===== src/rtl/dma_csr_pkg.sv =====
package dma_csr_pkg;
  localparam int unsigned REG_W  = 32;
  localparam int unsigned HALF_W = REG_W / 2;
  localparam int unsigned DEV_W  = 8;

  // status bit positions (value half); select bit = position + HALF_W
  localparam int unsigned B_RUN   = 15;
  localparam int unsigned B_PAUSE = 14;
  localparam int unsigned B_FLUSH = 13;
  localparam int unsigned B_WAKE  = 12;
  localparam int unsigned B_DEAD  = 11;
  localparam int unsigned B_ACT   = 10;
  localparam int unsigned B_BT    = 8;

  typedef struct packed {
    logic run;
    logic pause;
    logic flush;
    logic wake;
    logic dead;
    logic active;
    logic bt;
  } csr_flags_t;
endpackage


===== src/rtl/dma_csr_bit.sv =====
module dma_csr_bit #(
  parameter bit HW_WINS = 1'b1
) (
  input  logic clk_i,
  input  logic rst_ni,
  input  logic sw_we_i,
  input  logic sw_val_i,
  input  logic hw_set_i,
  input  logic hw_clr_i,
  output logic q_o
);
  logic d;

  generate
    if (HW_WINS) begin : g_hw_first
      always_comb begin
        if (hw_set_i)      d = 1'b1;
        else if (hw_clr_i) d = 1'b0;
        else if (sw_we_i)  d = sw_val_i;
        else               d = q_o;
      end
    end else begin : g_sw_first
      always_comb begin
        if (sw_we_i)       d = sw_val_i;
        else if (hw_set_i) d = 1'b1;
        else if (hw_clr_i) d = 1'b0;
        else               d = q_o;
      end
    end
  endgenerate

  always_ff @(posedge clk_i or negedge rst_ni) begin
    if (!rst_ni) q_o <= 1'b0;
    else         q_o <= d;
  end
endmodule


===== src/rtl/dma_csr_flush.sv =====
module dma_csr_flush (
  input  logic clk_i,
  input  logic rst_ni,
  input  logic drain_i,
  input  logic sw_set_i,
  input  logic sw_clr_i,
  input  logic done_i,
  output logic q_o
);
  logic d;

  // a new request outranks completion so no drain is lost
  always_comb begin
    if (drain_i || sw_set_i)      d = 1'b1;
    else if (done_i || sw_clr_i)  d = 1'b0;
    else                          d = q_o;
  end

  always_ff @(posedge clk_i or negedge rst_ni) begin
    if (!rst_ni) q_o <= 1'b0;
    else         q_o <= d;
  end
endmodule


===== src/rtl/dma_csr_devstat.sv =====
module dma_csr_devstat #(
  parameter int unsigned W = 8
) (
  input  logic         clk_i,
  input  logic         rst_ni,
  input  logic         we_i,
  input  logic [W-1:0] sel_i,
  input  logic [W-1:0] val_i,
  input  logic [W-1:0] dev_i,
  output logic [W-1:0] q_o
);
  for (genvar i = 0; i < W; i++) begin : g_bit
    always_ff @(posedge clk_i or negedge rst_ni) begin
      if (!rst_ni)                q_o[i] <= 1'b0;
      else if (we_i && sel_i[i])  q_o[i] <= val_i[i];
      else                        q_o[i] <= dev_i[i];
    end
  end
endmodule


===== src/rtl/dma_chan_csr.sv =====
module dma_chan_csr
  import dma_csr_pkg::*;
#(
  parameter int unsigned DW = REG_W,
  parameter int unsigned SW = DEV_W
) (
  input  logic          clk_i,
  input  logic          rst_ni,
  input  logic          csr_we_i,
  input  logic [DW-1:0] csr_wdata_i,
  output logic [DW-1:0] status_o,
  input  logic [SW-1:0] dev_stat_i,
  input  logic          eng_busy_i,
  input  logic          eng_flush_done_i,
  input  logic          eng_error_i,
  input  logic          eng_bt_we_i,
  input  logic          eng_bt_i,
  output logic          eng_run_o,
  output logic          eng_pause_o,
  output logic          eng_flush_o,
  output logic          eng_wake_o
);
  localparam int unsigned HW = DW / 2;

  logic [HW-1:0] wsel, wval, wr;
  csr_flags_t    f;
  logic [SW-1:0] dev_q;
  logic          unused_bits;

  assign wsel = csr_wdata_i[DW-1:HW];
  assign wval = csr_wdata_i[HW-1:0];
  assign wr   = wsel & {HW{csr_we_i}};
  assign unused_bits = ^{wsel[B_ACT], wval[B_ACT], wsel[B_ACT-1], wval[B_ACT-1]};

  dma_csr_bit #(.HW_WINS(1'b1)) u_run (
    .clk_i, .rst_ni, .sw_we_i(wr[B_RUN]), .sw_val_i(wval[B_RUN]),
    .hw_set_i(1'b0), .hw_clr_i(1'b0), .q_o(f.run));

  dma_csr_bit #(.HW_WINS(1'b1)) u_pause (
    .clk_i, .rst_ni, .sw_we_i(wr[B_PAUSE]), .sw_val_i(wval[B_PAUSE]),
    .hw_set_i(1'b0), .hw_clr_i(1'b0), .q_o(f.pause));

  dma_csr_bit #(.HW_WINS(1'b1)) u_dead (
    .clk_i, .rst_ni, .sw_we_i(wr[B_DEAD]), .sw_val_i(wval[B_DEAD]),
    .hw_set_i(eng_error_i), .hw_clr_i(1'b0), .q_o(f.dead));

  dma_csr_bit #(.HW_WINS(1'b1)) u_bt (
    .clk_i, .rst_ni, .sw_we_i(wr[B_BT]), .sw_val_i(wval[B_BT]),
    .hw_set_i(eng_bt_we_i && eng_bt_i), .hw_clr_i(eng_bt_we_i && !eng_bt_i),
    .q_o(f.bt));

  // active mirrors engine busy; software has no path to it
  always_ff @(posedge clk_i or negedge rst_ni) begin
    if (!rst_ni) f.active <= 1'b0;
    else         f.active <= eng_busy_i;
  end

  // wake is a one-cycle pulse
  always_ff @(posedge clk_i or negedge rst_ni) begin
    if (!rst_ni) f.wake <= 1'b0;
    else         f.wake <= wr[B_WAKE] && wval[B_WAKE];
  end

  dma_csr_flush u_flush (
    .clk_i, .rst_ni,
    .drain_i (wr[B_RUN] && !wval[B_RUN] && f.run && f.active),
    .sw_set_i(wr[B_FLUSH] && wval[B_FLUSH]),
    .sw_clr_i(wr[B_FLUSH] && !wval[B_FLUSH] && !f.active),
    .done_i  (eng_flush_done_i),
    .q_o     (f.flush));

  dma_csr_devstat #(.W(SW)) u_dev (
    .clk_i, .rst_ni, .we_i(csr_we_i), .sel_i(wsel[SW-1:0]),
    .val_i(wval[SW-1:0]), .dev_i(dev_stat_i), .q_o(dev_q));

  always_comb begin
    status_o          = '0;
    status_o[B_RUN]   = f.run;
    status_o[B_PAUSE] = f.pause;
    status_o[B_FLUSH] = f.flush;
    status_o[B_WAKE]  = f.wake;
    status_o[B_DEAD]  = f.dead;
    status_o[B_ACT]   = f.active;
    status_o[B_BT]    = f.bt;
    status_o[SW-1:0]  = dev_q;
  end

  assign eng_run_o   = f.run && !f.dead;
  assign eng_pause_o = f.pause;
  assign eng_flush_o = f.flush;
  assign eng_wake_o  = f.wake;
endmodule


===== config.mk =====
export PLATFORM = sky130hd
export DESIGN_NAME = dma_chan_csr
export DESIGN_NICKNAME = d
export VERILOG_FILES = /design/src/rtl/dma_csr_pkg.sv /design/src/rtl/dma_csr_bit.sv /design/src/rtl/dma_csr_flush.sv /design/src/rtl/dma_csr_devstat.sv /design/src/rtl/dma_chan_csr.sv
export SDC_FILE = /design/constraint.sdc
export NUM_CORES = 1
export LEC_CHECK = 0
export BUFFER_PORTS_ARGS = -buffer_cell sky130_fd_sc_hd__buf_4
export CAP_MARGIN = 20
export CORE_MARGIN = 10
export CORE_UTILIZATION = 35
export DETAILED_ROUTE_END_ITERATION = 8
export GPL_ROUTABILITY_DRIVEN = 0
export PLACE_DENSITY_LB_ADDON = 0.25
export SLEW_MARGIN = 15
export SYNTH_ARGS = -nofsm -noshare
export SYNTH_HDL_FRONTEND = slang
export SYNTH_SLANG_ARGS = --single-unit

===== constraint.sdc =====
create_clock -name clk_i -period 1.3 [get_ports clk_i]
set_clock_uncertainty 0.05 [all_clocks]
set_input_delay 0.13 -clock clk_i [delete_from_list [all_inputs] [get_ports clk_i]]
set_output_delay 0.13 -clock clk_i [all_outputs]
set_load 0.02 [all_outputs]

==> impl_metrics.json, run 1 <==
{
  "antenna_cells": 0,
  "holdCritPathClass": "in2reg",
  "grt_pass1_wl_mm": 3.77,
  "start_util_pct": 37.7,
  "grt_overflow_total": 0,
  "dp_hpwl_mm": 2.01,
  "area_growth_syn_to_layout_pct": 49.7,
  "clk_latency_ns": 0.27,
  "multiInputGateArea_sq_um": 332,
  "antenna_found_initial": 0,
  "clockRootBuffer": "clkbuf_4",
  "hold_violations": 0,
  "min_period_ns": 1.15,
  "fillCellCount": 208,
  "crit_path_end_kind": "primary output",
  "ys_warn_count": 0,
  "crit_path_start_kind": "flip-flop",
  "drive_gt1_share_pct": 58.8,
  "ir_worst_vdd_mv": 0.467,
  "ys_top_cells_by_area": "dfrtp_1, buf_4, mux2_4",
  "grt_usage_pct": 9.43,
  "die_h_microns": 69.3,
  "cts_tree": "built",
  "seq_area_sq_um": 375,
  "dieArea_sq_um": 4800,
  "cts_setup_buffers": 0,
  "dr_total_vias": 682,
  "cts.path.max_buffers": 2,
  "drt-initial-drc-count": 46,
  "drc": 0,
  "grt_max_degree": 18,
  "crit_arrival_ns": 0.97,
  "syn_inst": 75,
  "clkTransAtPathRegs_ns": 0.09,
  "fin_tns_setup_ns": 0,
  "worst_ep_required_time_ns": 1.12,
  "crit_path_max_fanout": 4,
  "cap_violations": 0,
  "cts_made_buffers": 3,
  "max_freq_ghz": 0.871,
  "timing.final.crit_share_pct": 88.3,
  "avgViaCountPerCell": 4.16,
  "setup_viol": 0,
  "grt_pass1_vias": 765,
  "synth_area_per_cell_sq_um": 11.3,
  "synth_top_cell_by_area": "dfrtp_1",
  "power_density_nw_per_um2": 918,
  "synth_cell_type_count": 18,
  "fin_nets": 185,
  "pin_count": 84,
  "die_x_microns": 69.3,
  "status": "completed",
  "rows": 17,
  "io_buffers": 62,
  "final_cell_mix": "buf_4, conb_1, dfrtp_1, nand2_1",
  "synth-seq-area-share_pct": 44.1,
  "wirelength_mm": 2.35,
  "cts_sinks": 15,
  "layout_commonest_cell": "buf_4",
  "cts_max_level": 1,
  "syn_area_sq_um": 851,
  "rsz0062_at_grt": "false",
  "ys_seq_elements": 15,
  "report.final.slew_viol_count": 0,
  "ant_nets": 0,
  "first_pass_iters": 3,
  "power.static_leakage_nw": 0.685,
  "cts_resized": 0,
  "wl_per_cell_microns": 14.3,
  "core_area_sq_um": 2250,
  "utilization_pct": 56.5,
  "synth_top_area_share_pct": 44.1,
  "path_class": "reg2out"
}
[critical path: stages, from the launching register on]
cell and delay, ns:
dfrtp_1 0.41, nor2b_1 0.14, buf_4 0.15
[power breakdown]
group	total, mW	switching (mW)	internal, mW
registers	0.524	0.0190	0.505
logic	0.388	0.190	0.198
clock network	0.258	0.139	0.119
total	1.17	0.348	0.822
[final timing paths]
path / from / to / slack, ns / cells past startpoint
setup / recovery: u_run.q_o / eng_run_o / 0.15 / 2
setup reg to reg: u_dead.q_o / u_dead.q_o / 0.29 / 2
min in group asynchronous: rst_ni / u_pause.q_o / 0.20 / 2
hold / removal: eng_bt_i / u_bt.q_o / 0.01 / 3
max in group asynchronous: rst_ni / u_dev.q_o[3] / 0.83 / 2
hold reg to reg: u_pause.q_o / u_pause.q_o / 0.49 / 1
[cell families after synthesis]
family / count (synthesis) / share of synthesized area [%]
other: 1 / 0.441
buffers and inverters: 25 / 24.0
AOI/OAI and AO/OA: 5 / 4.12
and+or+nand+nor: 18 / 10.7
muxes: 11 / 16.6
DFF: 15 / 44.1
[flip-flops by register name (all words and copies together) (netlist names)]
name,flops
u_run.q_o,1
eng_wake_o,1
u_flush.q_o,1
u_bt.q_o,1
u_dev.q_o,8
status_o,1
u_dead.q_o,1
u_pause.q_o,1
[stage by stage]
| stage | area, sq um | power (mW) | hold WS [ns] | setup WS [ns] | instances |
|---|---|---|---|---|---|
| after detailed placement | 1210 | 0.914 | -0.0579 | 0.309 | 156 |
| final | 1270 | 1.17 | 0.0122 | 0.152 | 164 |
| after floorplan | 911 | 0.786 | -0.216 | 0.345 | 91 |
| after CTS | 1270 | 1.19 | 0.00903 | 0.143 | 164 |
| after global placement | 1210 | 0.907 | -0.0555 | 0.321 | 156 |
| after global routing | 1270 | 1.25 | 0.00857 | 0.0784 | 164 |
[layer usage]
| layer | routed length [microns] | track usage [%] | share of wire (%) |
|---|---|---|---|
| met2 | 1120 | 15.4 | 48 |
| met5 | 0 | 0 | 0 |
| met4 | 29 | 4.66 | 1.2 |
| met3 | 252 | 4.28 | 11 |
| met1 | 946 | 9.98 | 40 |
[synthesized netlist by cell type]
cell and n:
a21boi_0 1, buf_4 23, o21ai_0 2, mux2_2 5
o211ai_1 1, buf_6 1, nand3_1 1, nor2b_1 2
mux2_4 5, nand4_1 1, conb_1 1, mux2i_1 1
nand2_1 8, nand2_2 5, and3_1 1, a311o_1 1
buf_12 1, dfrtp_1 15
[what timing repair did]
item | in CTS | in global routing
setup endpoints to repair | 0 | 0
hold buffers | 4 | 0
hold endpoints to repair | 18 | 0
[layout make-up]
type,count,share of cell area (%)
Multi-Input combinational cell,51,26.0
Clock buffer,4,2.06
Sequential cell,15,29.5
Timing Repair Buffer,66,39.7
Tap cell,28,2.75
Power figures use the tool's default switching activity.
==> run 2, diff against run 1 <==
Settings changed: BUFFER_PORTS_ARGS -buffer_cell sky130_fd_sc_hd__buf_4 to -buffer_cell sky130_fd_sc_hd__buf_2.
==> impl_metrics.json, run 2 (same netlist as run 1, synthesis figures left out) <==
{
  "worstHoldPathCells": 3,
  "critPathBufInv": 1,
  "clockRootBuffer": "clkbuf_4",
  "crit_family": "flip-flops",
  "grt_overflow_total": 0,
  "wirelength_mm": 2.29,
  "fin_tns_setup_ns": 0,
  "io_buffers": 62,
  "met1_length_microns": 935,
  "dr_total_vias": 677,
  "power.static_leakage_nw": 0.634,
  "finalInstanceArea_sq_um": 1120,
  "cpMaxStageDelayCell": "dfrtp_1",
  "pin_count": 84,
  "start_util_pct": 37.7,
  "clkTransAtPathRegs_ns": 0.08,
  "crit_path_end_kind": "primary output",
  "crit_arrival_ns": 0.96,
  "setup_viol": 0,
  "cts_tree": "built",
  "drc": 0,
  "die_x_microns": 69.3,
  "place_area_sq_um": 1050,
  "antenna_found_initial": 0,
  "path_class": "reg2out",
  "multiInputGateArea_sq_um": 332,
  "min_period_ns": 1.14,
  "r2r_start": "u_dead.q_o",
  "rsz0062_at_grt": "false",
  "timing.final.crit_share_pct": 87.3,
  "dieArea_sq_um": 4800,
  "power_density_nw_per_um2": 979,
  "seq_area_sq_um": 375,
  "core_area_sq_um": 2250,
  "cap_violations": 0,
  "die_h_microns": 69.3,
  "crit_path_max_fanout": 4,
  "avgViaCountPerCell": 4.13,
  "cts_resized": 0,
  "wl_met3_microns": 241,
  "hold_violations": 0,
  "wl_met2_mm": 1.08,
  "area_growth_syn_to_layout_pct": 31.5,
  "worst_ep_required_time_ns": 1.12,
  "holdPathEnd": "u_bt.q_o",
  "cts_made_buffers": 3,
  "cts.path.max_buffers": 2,
  "stdcell_count": 164,
  "largest-register": "u_dev.q_o",
  "max_freq_ghz": 0.881,
  "layout_commonest_cell": "buf_2",
  "worstReg2RegEnd": "u_dead.q_o",
  "rrSetupSlack_ns": 0.28,
  "fillCellCount": 231,
  "grt_pass1_wl_mm": 3.50,
  "grt_pass1_vias": 750,
  "drive_gt1_share_pct": 58.8,
  "holdCritPathClass": "in2reg",
  "holdCritStartpoint": "eng_bt_i",
  "final_cell_mix": "buf_2, conb_1, dfrtp_1, nand2_1",
  "clk_latency_ns": 0.27,
  "r2r_cells": 2,
  "ant_nets": 0,
  "status": "completed",
  "rows": 17,
  "dp_cells": 156,
  "critPathMaxStageDelay_ns": 0.41,
  "hold_buffers": 4,
  "ir_worst_vdd_mv": 0.447,
  "cts_setup_buffers": 0,
  "wl_per_cell_microns": 14.0,
  "grt_usage_pct": 8.85,
  "routed.top_layer": "met4",
  "first_pass_iters": 3,
  "crit_path_start_kind": "flip-flop",
  "drt-initial-drc-count": 4,
  "report.final.slew_viol_count": 0,
  "antenna_cells": 0,
  "crit_chain": "nor2b_1 > buf_2",
  "cts_max_level": 1,
  "grt_max_degree": 18,
  "cts_sinks": 15,
  "largest_reg_flops": 8,
  "fin_nets": 185,
  "dp_hpwl_mm": 1.95
}
## run 2: cell counts in the layout (fill, tap and decap cells not counted)
No cell type changed its count.
## run 2: worst min-delay path, stage by stage
cell and delay, ns:
buf_2 0.08, nand2_1 0.03, o21ai_0 0.06
## run 2: worst max path at each step
stage	startpoint	cells past startpoint	end
final	u_run.q_o	2	eng_run_o
after CTS	u_run.q_o	2	eng_run_o
after floorplan	u_dead.q_o	2	u_dead.q_o
after global routing	u_run.q_o	2	eng_run_o
after global placement	csr_we_i	3	u_dead.q_o
after detailed placement	csr_we_i	3	u_dead.q_o
## run 2: power breakdown
group          leakage [nW]  total, mW  switching, mW  internal [mW]
registers             0.177      0.522         0.0169          0.505
clock network        0.0150      0.251          0.132          0.119
logic                 0.443      0.323          0.189          0.134
total                 0.634       1.10          0.338          0.758
## run 2: layer usage
metal,track usage (%),up-vias
met1,9.47,298
met3,3.85,2
li1,-,329
met2,14.0,48
met5,0,-
met4,5.32,0
## run 2: layout make-up
type                    count  area share (%)
clock buffers               4            2.35
multi-input cells          51            29.6
flip-flops and latches     15            33.6
well taps                  28            3.13
repair buffers             66            31.3
## run 2: through the flow
step                utilization, %  power (mW)  worst slack (ns)  hold WS [ns]
finish                        49.6        1.10             0.165        0.0226
global route                  49.6        1.18            0.0679        0.0154
CTS                           49.6        1.12             0.150       0.00218
floorplan                        -       0.786             0.345        -0.216
global placement              46.7       0.840             0.226       0.00209
detailed placement            46.7       0.847             0.187     -0.000993
